File: src/rtl/vc_pkg.sv
package vc_pkg;
    typedef enum logic [1:0] {
        ST_IDLE  = 2'd0,
        ST_PROBE = 2'd1,
        ST_SWAP  = 2'd2,
        ST_FILL  = 2'd3
    } vc_state_e;
endpackage

File: src/rtl/vc_slot_store.sv
module vc_slot_store #(
    parameter int ADDR_W = 8,
    parameter int DATA_W = 16,
    parameter int DEPTH  = 4,
    localparam int IDX_W = (DEPTH > 1) ? $clog2(DEPTH) : 1
) (
    input  logic                           clk,
    input  logic                           rst_n,
    input  logic                           wr_en,
    input  logic [IDX_W-1:0]               wr_idx,
    input  logic                           wr_valid,
    input  logic                           wr_dirty,
    input  logic [ADDR_W-1:0]              wr_addr,
    input  logic [DATA_W-1:0]              wr_data,
    input  logic [IDX_W-1:0]               rd_idx,
    output logic                           rd_valid,
    output logic                           rd_dirty,
    output logic [ADDR_W-1:0]              rd_addr,
    output logic [DATA_W-1:0]              rd_data,
    output logic [DEPTH-1:0]               all_valid,
    output logic [DEPTH-1:0][ADDR_W-1:0]   all_addr
);
    logic [DEPTH-1:0]             valid_q;
    logic [DEPTH-1:0]             dirty_q;
    logic [DEPTH-1:0][ADDR_W-1:0] addr_q;
    logic [DEPTH-1:0][DATA_W-1:0] data_q;

    for (genvar g = 0; g < DEPTH; g++) begin : g_slot
        always_ff @(posedge clk) begin
            if (!rst_n) begin
                valid_q[g] <= 1'b0;
            end else if (wr_en && (wr_idx == IDX_W'(g))) begin
                valid_q[g] <= wr_valid;
            end
        end

        always_ff @(posedge clk) begin
            if (wr_en && (wr_idx == IDX_W'(g))) begin
                dirty_q[g] <= wr_dirty;
                addr_q[g]  <= wr_addr;
                data_q[g]  <= wr_data;
            end
        end
    end

    assign rd_valid  = valid_q[rd_idx];
    assign rd_dirty  = dirty_q[rd_idx];
    assign rd_addr   = addr_q[rd_idx];
    assign rd_data   = data_q[rd_idx];
    assign all_valid = valid_q;
    assign all_addr  = addr_q;
endmodule

File: src/rtl/vc_match.sv
module vc_match #(
    parameter int ADDR_W = 8,
    parameter int DEPTH  = 4,
    localparam int IDX_W = (DEPTH > 1) ? $clog2(DEPTH) : 1
) (
    input  logic [ADDR_W-1:0]             key,
    input  logic [DEPTH-1:0]              valid,
    input  logic [DEPTH-1:0][ADDR_W-1:0]  addr,
    output logic [DEPTH-1:0]              match_vec,
    output logic                          any_match,
    output logic [IDX_W-1:0]              match_idx
);
    for (genvar g = 0; g < DEPTH; g++) begin : g_cmp
        assign match_vec[g] = valid[g] && (addr[g] == key);
    end

    assign any_match = |match_vec;

    always_comb begin
        match_idx = '0;
        for (int i = DEPTH - 1; i >= 0; i--) begin
            if (match_vec[i]) match_idx = IDX_W'(i);
        end
    end
endmodule

File: src/rtl/vc_insert_ptr.sv
module vc_insert_ptr #(
    parameter int DEPTH  = 4,
    localparam int IDX_W = (DEPTH > 1) ? $clog2(DEPTH) : 1
) (
    input  logic             clk,
    input  logic             rst_n,
    input  logic             advance,
    output logic [IDX_W-1:0] ptr
);
    localparam logic [IDX_W-1:0] LAST = IDX_W'(DEPTH - 1);

    always_ff @(posedge clk) begin
        if (!rst_n) begin
            ptr <= '0;
        end else if (advance) begin
            ptr <= (ptr == LAST) ? '0 : ptr + 1'b1;
        end
    end

    assert_ptr_in_range_R7: assert property (@(posedge clk) disable iff (!rst_n)
        ptr <= LAST);
endmodule

File: src/rtl/vc_victim_buffer.sv
module vc_victim_buffer #(
    parameter int ADDR_W = 8,
    parameter int DATA_W = 16,
    parameter int DEPTH  = 4
) (
    input  logic              clk,
    input  logic              rst_n,
    input  logic              req_valid,
    input  logic [ADDR_W-1:0] req_addr,
    input  logic              out_valid,
    input  logic [ADDR_W-1:0] out_addr,
    input  logic              out_dirty,
    input  logic [DATA_W-1:0] out_data,
    output logic              ready,
    output logic              hit_valid,
    output logic [DATA_W-1:0] hit_data,
    output logic              hit_dirty,
    output logic              miss_req,
    output logic [ADDR_W-1:0] miss_addr,
    output logic              wb_valid,
    output logic [ADDR_W-1:0] wb_addr,
    output logic [DATA_W-1:0] wb_data
);
    import vc_pkg::*;

    localparam int IDX_W = (DEPTH > 1) ? $clog2(DEPTH) : 1;

    vc_state_e state_q, state_d;

    logic [ADDR_W-1:0] req_addr_q;
    logic              out_valid_q;
    logic [ADDR_W-1:0] out_addr_q;
    logic              out_dirty_q;
    logic [DATA_W-1:0] out_data_q;
    logic [IDX_W-1:0]  hit_idx_q;

    logic                          wr_en;
    logic [IDX_W-1:0]              wr_idx;
    logic                          wr_valid;
    logic [IDX_W-1:0]              rd_idx;
    logic                          rd_valid;
    logic                          rd_dirty;
    logic [ADDR_W-1:0]             rd_addr;
    logic [DATA_W-1:0]             rd_data;
    logic [DEPTH-1:0]              all_valid;
    logic [DEPTH-1:0][ADDR_W-1:0]  all_addr;
    logic [DEPTH-1:0]              match_vec;
    logic                          any_match;
    logic [IDX_W-1:0]              match_idx;
    logic                          advance;
    logic [IDX_W-1:0]              ins_ptr;

    vc_slot_store #(.ADDR_W(ADDR_W), .DATA_W(DATA_W), .DEPTH(DEPTH)) u_store (
        .clk       (clk),
        .rst_n     (rst_n),
        .wr_en     (wr_en),
        .wr_idx    (wr_idx),
        .wr_valid  (wr_valid),
        .wr_dirty  (out_dirty_q),
        .wr_addr   (out_addr_q),
        .wr_data   (out_data_q),
        .rd_idx    (rd_idx),
        .rd_valid  (rd_valid),
        .rd_dirty  (rd_dirty),
        .rd_addr   (rd_addr),
        .rd_data   (rd_data),
        .all_valid (all_valid),
        .all_addr  (all_addr)
    );

    vc_match #(.ADDR_W(ADDR_W), .DEPTH(DEPTH)) u_match (
        .key       (req_addr_q),
        .valid     (all_valid),
        .addr      (all_addr),
        .match_vec (match_vec),
        .any_match (any_match),
        .match_idx (match_idx)
    );

    vc_insert_ptr #(.DEPTH(DEPTH)) u_ptr (
        .clk     (clk),
        .rst_n   (rst_n),
        .advance (advance),
        .ptr     (ins_ptr)
    );

    // State register
    always_ff @(posedge clk) begin
        if (!rst_n) state_q <= ST_IDLE;
        else        state_q <= state_d;
    end

    // Request capture and hit slot capture
    always_ff @(posedge clk) begin
        if (state_q == ST_IDLE && req_valid) begin
            req_addr_q  <= req_addr;
            out_valid_q <= out_valid;
            out_addr_q  <= out_addr;
            out_dirty_q <= out_dirty;
            out_data_q  <= out_data;
        end
        if (state_q == ST_PROBE) begin
            hit_idx_q <= match_idx;
        end
    end

    // Next state
    always_comb begin
        state_d = state_q;
        unique case (state_q)
            ST_IDLE:  if (req_valid) state_d = ST_PROBE;
            ST_PROBE: state_d = any_match ? ST_SWAP : ST_FILL;
            ST_SWAP:  state_d = ST_IDLE;
            ST_FILL:  state_d = ST_IDLE;
            default:  state_d = ST_IDLE;
        endcase
    end

    // Outputs and store control
    always_comb begin
        ready     = 1'b0;
        hit_valid = 1'b0;
        miss_req  = 1'b0;
        wb_valid  = 1'b0;
        wr_en     = 1'b0;
        wr_valid  = 1'b0;
        wr_idx    = ins_ptr;
        rd_idx    = ins_ptr;
        advance   = 1'b0;
        unique case (state_q)
            ST_IDLE: begin
                ready = 1'b1;
            end
            ST_PROBE: begin
            end
            ST_SWAP: begin
                hit_valid = 1'b1;
                rd_idx    = hit_idx_q;
                wr_idx    = hit_idx_q;
                wr_en     = 1'b1;
                wr_valid  = out_valid_q;
            end
            ST_FILL: begin
                miss_req = 1'b1;
                if (out_valid_q) begin
                    wr_en    = 1'b1;
                    wr_valid = 1'b1;
                    advance  = 1'b1;
                    wb_valid = rd_valid && rd_dirty;
                end
            end
            default: begin
            end
        endcase
    end

    assign hit_data  = rd_data;
    assign hit_dirty = rd_dirty;
    assign miss_addr = req_addr_q;
    assign wb_addr   = rd_addr;
    assign wb_data   = rd_data;

    assert_single_match_R4: assert property (@(posedge clk) disable iff (!rst_n)
        (state_q == ST_PROBE) |-> $onehot0(match_vec));

    assert_busy_after_accept_R2: assert property (@(posedge clk) disable iff (!rst_n)
        (req_valid && ready) |=> !ready);

    assert_answer_timing_R2: assert property (@(posedge clk) disable iff (!rst_n)
        $past(req_valid && ready, 2) |-> ((hit_valid || miss_req) && !(hit_valid && miss_req)));

    assert_wb_with_miss_R8: assert property (@(posedge clk) disable iff (!rst_n)
        wb_valid |-> (miss_req && out_valid_q));

    assert_swap_keeps_ptr_R10: assert property (@(posedge clk) disable iff (!rst_n)
        hit_valid |=> (ins_ptr == $past(ins_ptr)));

    assert_idle_after_miss_R9: assert property (@(posedge clk) disable iff (!rst_n)
        (miss_req && !out_valid_q) |=> (ins_ptr == $past(ins_ptr)));
endmodule

File: config.mk
export PLATFORM = sky130hd
export DESIGN_NAME = vc_victim_buffer
export DESIGN_NICKNAME = d
export VERILOG_FILES = /design/src/rtl/vc_pkg.sv /design/src/rtl/vc_slot_store.sv /design/src/rtl/vc_match.sv /design/src/rtl/vc_insert_ptr.sv /design/src/rtl/vc_victim_buffer.sv
export SDC_FILE = /design/constraint.sdc
export NUM_CORES = 1
export LEC_CHECK = 0
export ABC_AREA = 1
export BUFFER_PORTS_ARGS = -buffer_cell sky130_fd_sc_hd__buf_2
export CORE_MARGIN = 2
export CORE_UTILIZATION = 56
export CTS_CLUSTER_DIAMETER = 150
export DETAILED_ROUTE_END_ITERATION = 8
export HOLD_SLACK_MARGIN = 0.12
export PLACE_DENSITY = 0.79
export SYNTH_ARGS = -nofsm -noshare
export SYNTH_HDL_FRONTEND = slang
export SYNTH_SLANG_ARGS = --single-unit
File: constraint.sdc
create_clock -name clk -period 4.5 [get_ports clk]
set_input_delay 0.675 -clock clk [delete_from_list [all_inputs] [get_ports clk]]
set_output_delay 0.675 -clock clk [all_outputs]
set_load 0.01 [all_outputs]
[Yosys cells after proc, flatten, opt, wreduce, memory -nomap -nowiden]
Cells that the tools add are included.
Word-level totals
  bits in registers: 144
  bits in latches: 0
  bits in writable memories: 0
  bits in read-only memories: 0
  word-level logic and storage cells: 79
  memories kept: 0
Operators by class
  add/sub/neg operators: 1
  $mul: 0
  div/mod/pow operators: 0
  order comparisons: 1
  equal/unequal tests: 12
  shift operators: 0
  multiplexer cells: 25
  bitwise gates (word level): 0
  reduce and logical (&&, ||, !) cells: 15
Operators by type and width (number)
  $bmux 16 s2: 1
  $eq 8x8->1: 4
  $bmux 8 s2: 1
  $mux 16: 1
  $mux 1: 11
  $eq 2x2->1 const B: 5
  $logic_and 1x1->1: 10
  $mux 2: 5
  $mux 8: 1
  $pmux 2 s3: 1
  $bmux 1 s2: 2
  $eq 2x1->1 const B: 2
  $logic_not 2->1: 2
  $pmux 1 s2: 2
  $reduce_or 2->1: 2
  $reduce_or 4->1: 1
  $lt 2x3->1 const B: 1
  $add 2x1->2 const B: 1
  $ne 2x2->1 const B: 1

[Longest topological paths before layout]
  depth after elaboration: 7
  depth in mapped cells: 12
  depth with buffers taken out: 11

[Hierarchy]
Synthesis repeated with hierarchy kept, for this count alone.
Second synthesis, totals
  cells, all modules: 582
  area total of the unflattened synthesis: 6368.6 µm²
Modules (own cells, without submodules)
  vc_slot_store: instances 1, cells an instance 333, area an instance 4230.3 µm², sequential area each 3083.0 µm²
  vc_victim_buffer: instances 1, cells an instance 83, area an instance 1367.6 µm², sequential area each 1121.1 µm²
  vc_match: instances 1, cells an instance 153, area an instance 674.4 µm², sequential area each 0.0 µm²
  vc_insert_ptr: instances 1, cells an instance 13, area an instance 96.3 µm², sequential area each 40.0 µm²

[Worst setup path after synthesis]
Ideal clock, no wire load.
  kind: input -> register
  from: input req_valid
  to: register req_addr_q[0] (netlist: miss_addr[0]) (enable)
  library setup time: 0.477 ns
  arrival: 3.238 ns
  data required time: 4.023 ns
  path slack: 0.785 ns
  stages on the path: 1
  buffers on the path: 0
  cell sequence: nor3b_1
On the way
  longest elaborated chain between the ends: 1
RTL lines
  start, declared: RTL line vc_victim_buffer.sv:8  | input logic req_valid,
  $logic_and 1x1->1: RTL line vc_victim_buffer.sv:95  | if (state_q == ST_IDLE && req_valid) begin
  end signal, assigned: RTL line vc_victim_buffer.sv:96  | req_addr_q <= req_addr;
  end, declared: RTL line vc_victim_buffer.sv:30  | logic [ADDR_W-1:0] req_addr_q;
Every way passes these cells.
A chain may end at the register's enable or synchronous reset.

[Worst setup path in the final report]
  from: register state_q[1]
  to: output wb_valid
On the way
  longest elaborated chain between the ends: 7
RTL lines
  start, declared: RTL line vc_victim_buffer.sv:28  | vc_state_e state_q, state_d;
  start signal, assigned: RTL line vc_victim_buffer.sv:90  | else state_q <= state_d;
  $eq 2x2->1: RTL line vc_victim_buffer.sv:130  | unique case (state_q)
  $mux 2: RTL line vc_victim_buffer.sv:130
  $bmux 1 s2 (on tied branches): RTL line vc_slot_store.sv:46, vc_slot_store.sv:47
  $mux 1 (on tied branches): RTL line vc_slot_store.sv:46, vc_slot_store.sv:47
  $logic_and 1x1->1: RTL line vc_victim_buffer.sv:149  | wb_valid = rd_valid && rd_dirty;
  $mux 1: RTL line vc_victim_buffer.sv:145  | if (out_valid_q) begin
  $mux 1 *: RTL line vc_victim_buffer.sv:130
  end, declared: RTL line vc_victim_buffer.sv:20  | output logic wb_valid,
Mark *: on every way between the ends. The rest lies on a longest branch, timed or not. The select of a mux whose other input is x is not followed.

==> qor.csv <==
stage;metric;value;unit
logic_synthesis;synth_top_cells_by_area;edfxtp_1 70%, nand2_1 6.2%, a22oi_1 4.2%;
layout;syn_to_final_growth;18.7;%
logic_synthesis;synth_top_area_cell;edfxtp_1;
logic_synthesis;synth_compound_area_share;8.52;%
place;hpwlAfterDp;7490;um
cts;clkSinkCount;144;
logic_synthesis;yosys.cell_count.top_type;edfxtp_1;
cts;numCtsBuffers;17;
floorplanning;io_pins;90;
route;drc_errors;0;
sta;rsz0062_at_grt;no;
sta;hold_viol_final;0;
logic_synthesis;ys_ff_latch;144;
cts;clock_latency;0.53;ns
pwr;p_leak;2.69;nW
global_route;grt_pass1_vias;3756;
logic_synthesis;synth_top_area_share;70.0;%
global_route;met1_usage;28.6;%
sta;period_share;75.0;%
place;place_congestion;0.892;
sta;whs;0.318;ns
route;wl_per_cell;17.7;um
place;portBuffers;89;
flow_run;cap_violations;0;
logic_synthesis;ys_warn_count;0;
floorplanning;fp-row-count;37;
global_route;top_usage_layer;met2;
sta;setup_tns;0;ns
route;vias_per_cell;5.53;
sta;skew;0.00408;ns
global_route;grtUsageMet3;5.76;%
layout;finalNetCount;571;
logic_synthesis;synthSimpleGateAreaFrac;11.3;%
layout;drive_gt1_share;27.1;%
worst_setup_path;crit_arrival;2.70;ns
worst_setup_path;worst_ep_required_time;3.83;ns
sta;slew_headroom;48.0;%
logic_synthesis;synth-adder-area-share;0.215;%
worst_setup_path;end_kind;output pin;
global_route;grt_pass1_wl;19000;um
logic_synthesis;syn-num-nets;482;
global_route;grt_start_max_net_pins;36;
cts;cts_setup_buffers;0;
worst_setup_path;critPathLaunchType;register;
cts;cts_resized;0;
pwr;vdd_drop_max;0.000279;V
route;antenna_left;0;
worst_setup_path;crit_fanout;21;
global_route;grt.overflow.total;0;
logic_synthesis;ys_types;32;
sta;slew_violations;0;
worst_setup_path;criticalPathCategory;register to output pin;
logic_synthesis;synth_top_family_by_area;simple AND/OR/NAND/NOR gates;
cts;cts_root_buf;clkbuf_8;
logic_synthesis;synth-edff-count;136;
logic_synthesis;yosysSeqAreaShare;72.8;%
pwr;pwr-share-clk;44.2;%
floorplanning;die_area;0.0112;sq mm
global_route;antenna_found_initial;0;
pwr;p_comb_share;7.4;%
logic_synthesis;synth_cells;444;
route;postRouteWirelength;12100;um
floorplanning;die_y;106;um
logic_synthesis;synth_area_per_cell;13.1;sq um
route;dr_total_vias;3772;
cts;clkTransAtPathRegs;0.06;ns
floorplanning;die_x;106;um
logic_synthesis;netlist_area;0.00583;sq mm
cts;ctsHtreeMaxLevel;4;
floorplanning;core;0.0102;sq mm
floorplanning;initial_utilization;57.0;%
cts;ctsLongestPathBuffers;2;
sta;setup_viol_count_final;0;
global_route;grt.total_usage;22.9;%
pwr;switchingPower;0.000715;W
sta;fmax;296;MHz
cts;cts_tree;yes;
sta;tightest_slew;0.778;ns
logic_synthesis;synth_common_cells;136 x edfxtp_1, 97 x nand2_1, 41 x inv_1, 33 x a22oi_1, 25 x nor2_1;
pwr;power.density;466;mW/mm^2
pwr;intPower;0.00251;W
layout;finalCoreUtilization;67.7;%
pwr;seq_power_share;48.4;%
logic_synthesis;synth-async-reset-ratio;0;%
route;initialDrtViolationCount;344;
pwr;p_sw_share;22.1;%
hold_path;worst_hold_path_type;input pin to register;
cts;cts_hold_buf;0;
global_route;grtUsageMet2;37.7;%
sta;fin_crit;3.38;ns
logic_synthesis;muxShareOfSynthArea;0;%
layout;antenna_cells;0;
logic_synthesis;ys.flop_type;edfxtp_1;
run_status;status;finished clean;
logic_synthesis;synth_xor_xnor_area_share;0.901;%
route;first_pass_iters;5;
==> sequential cells by signal, summed over array words and instances (netlist names) <==
| name | flops |
|---|---|
| u_store.data_q | 64 |
| u_store.all_addr | 32 |
| out_data_q | 16 |
| miss_addr | 8 |
| out_addr_q | 8 |
| u_store.all_valid | 4 |
| u_store.dirty_q | 4 |
| hit_idx_q | 2 |
| state_q | 2 |
| u_ptr.ptr | 2 |
| out_dirty_q | 1 |
| out_valid_q | 1 |
==> routing by layer <==
layer  vias up  wire length, um
met5         -                0
met4         0              249
met3        24              782
met2       162             6260
met1      1842             4800
li1       1744                -
==> layout by cell type (no fill, tap or decap), types with 6 or more instances in the layout <==
| cell | n |
|---|---|
| nor2_1 | 21 |
| buf_2 | 89 |
| nand2_1 | 97 |
| a21oi_1 | 9 |
| clkbuf_16 | 16 |
| o21ai_0 | 13 |
| nand3_1 | 11 |
| edfxtp_1 | 136 |
| inv_1 | 41 |
| buf_4 | 6 |
| a22oi_1 | 33 |
| dfxtp_1 | 8 |
==> area by class of cell <==
class	count	area, sq um
flip-flops and latches	144	4240
clock inverters	14	186
repair buffers	95	490
inverters	46	175
fillers	717	3310
well taps	136	170
clock buffers	18	418
multi-input cells	229	1240
==> worst max-delay path: stages, from the launching register on <==
cell	delay, ns
dfxtp_1	0.48
inv_2	0.08
nor2_4	0.15
nand2_2	0.09
nand2_4	0.10
inv_4	0.06
nor2_4	0.46
inv_2	0.26
nor2_1	0.17
nor3_1	0.08
nor2_1	0.10
buf_2	0.13
==> final timing paths <==
check / cells past startpoint / startpoint / endpoint / slack [ns]
hold reg to reg: 0 / out_data_q[12] / u_store.data_q[60] / 0.49
hold / removal: 1 / out_addr[3] / out_addr_q[3] / 0.32
setup reg to reg: 9 / state_q[1] / u_store.all_addr[30] / 1.56
setup / recovery: 11 / state_q[1] / wb_valid / 1.12
==> cells by family after synthesis <==
group | after synthesis
AND/OR/NAND/NOR | 152
adder cells (fa/ha/maj) | 1
flip-flops | 144
AO/OA/AOI/OAI | 70
XOR/XNOR | 6
buffers and inverters | 71
==> through the flow <==
step,power [W],instance area (sq um),worst slack [ns],std cells
floorplan,0.00174,5830,0.785,444
global placement,0.00182,6320,1.70,650
detailed placement,0.00183,6320,1.58,650
CTS,0.00324,6920,1.11,682
global route,0.00332,6920,0.954,682
finish,0.00323,6920,1.12,682
==> power by group through the flow <==
stage          clock network (W)  logic [W]  registers [W]
4_1_cts                  0.00144   0.000242        0.00156
2_1_floorplan                  0   0.000162        0.00158
3_5_place_dp                   0   0.000239        0.00159
3_3_place_gp                   0   0.000233        0.00159
5_1_grt                  0.00149   0.000263        0.00157
6_report                 0.00143   0.000239        0.00156
No activity file was read; power rests on OpenSTA's default activity.
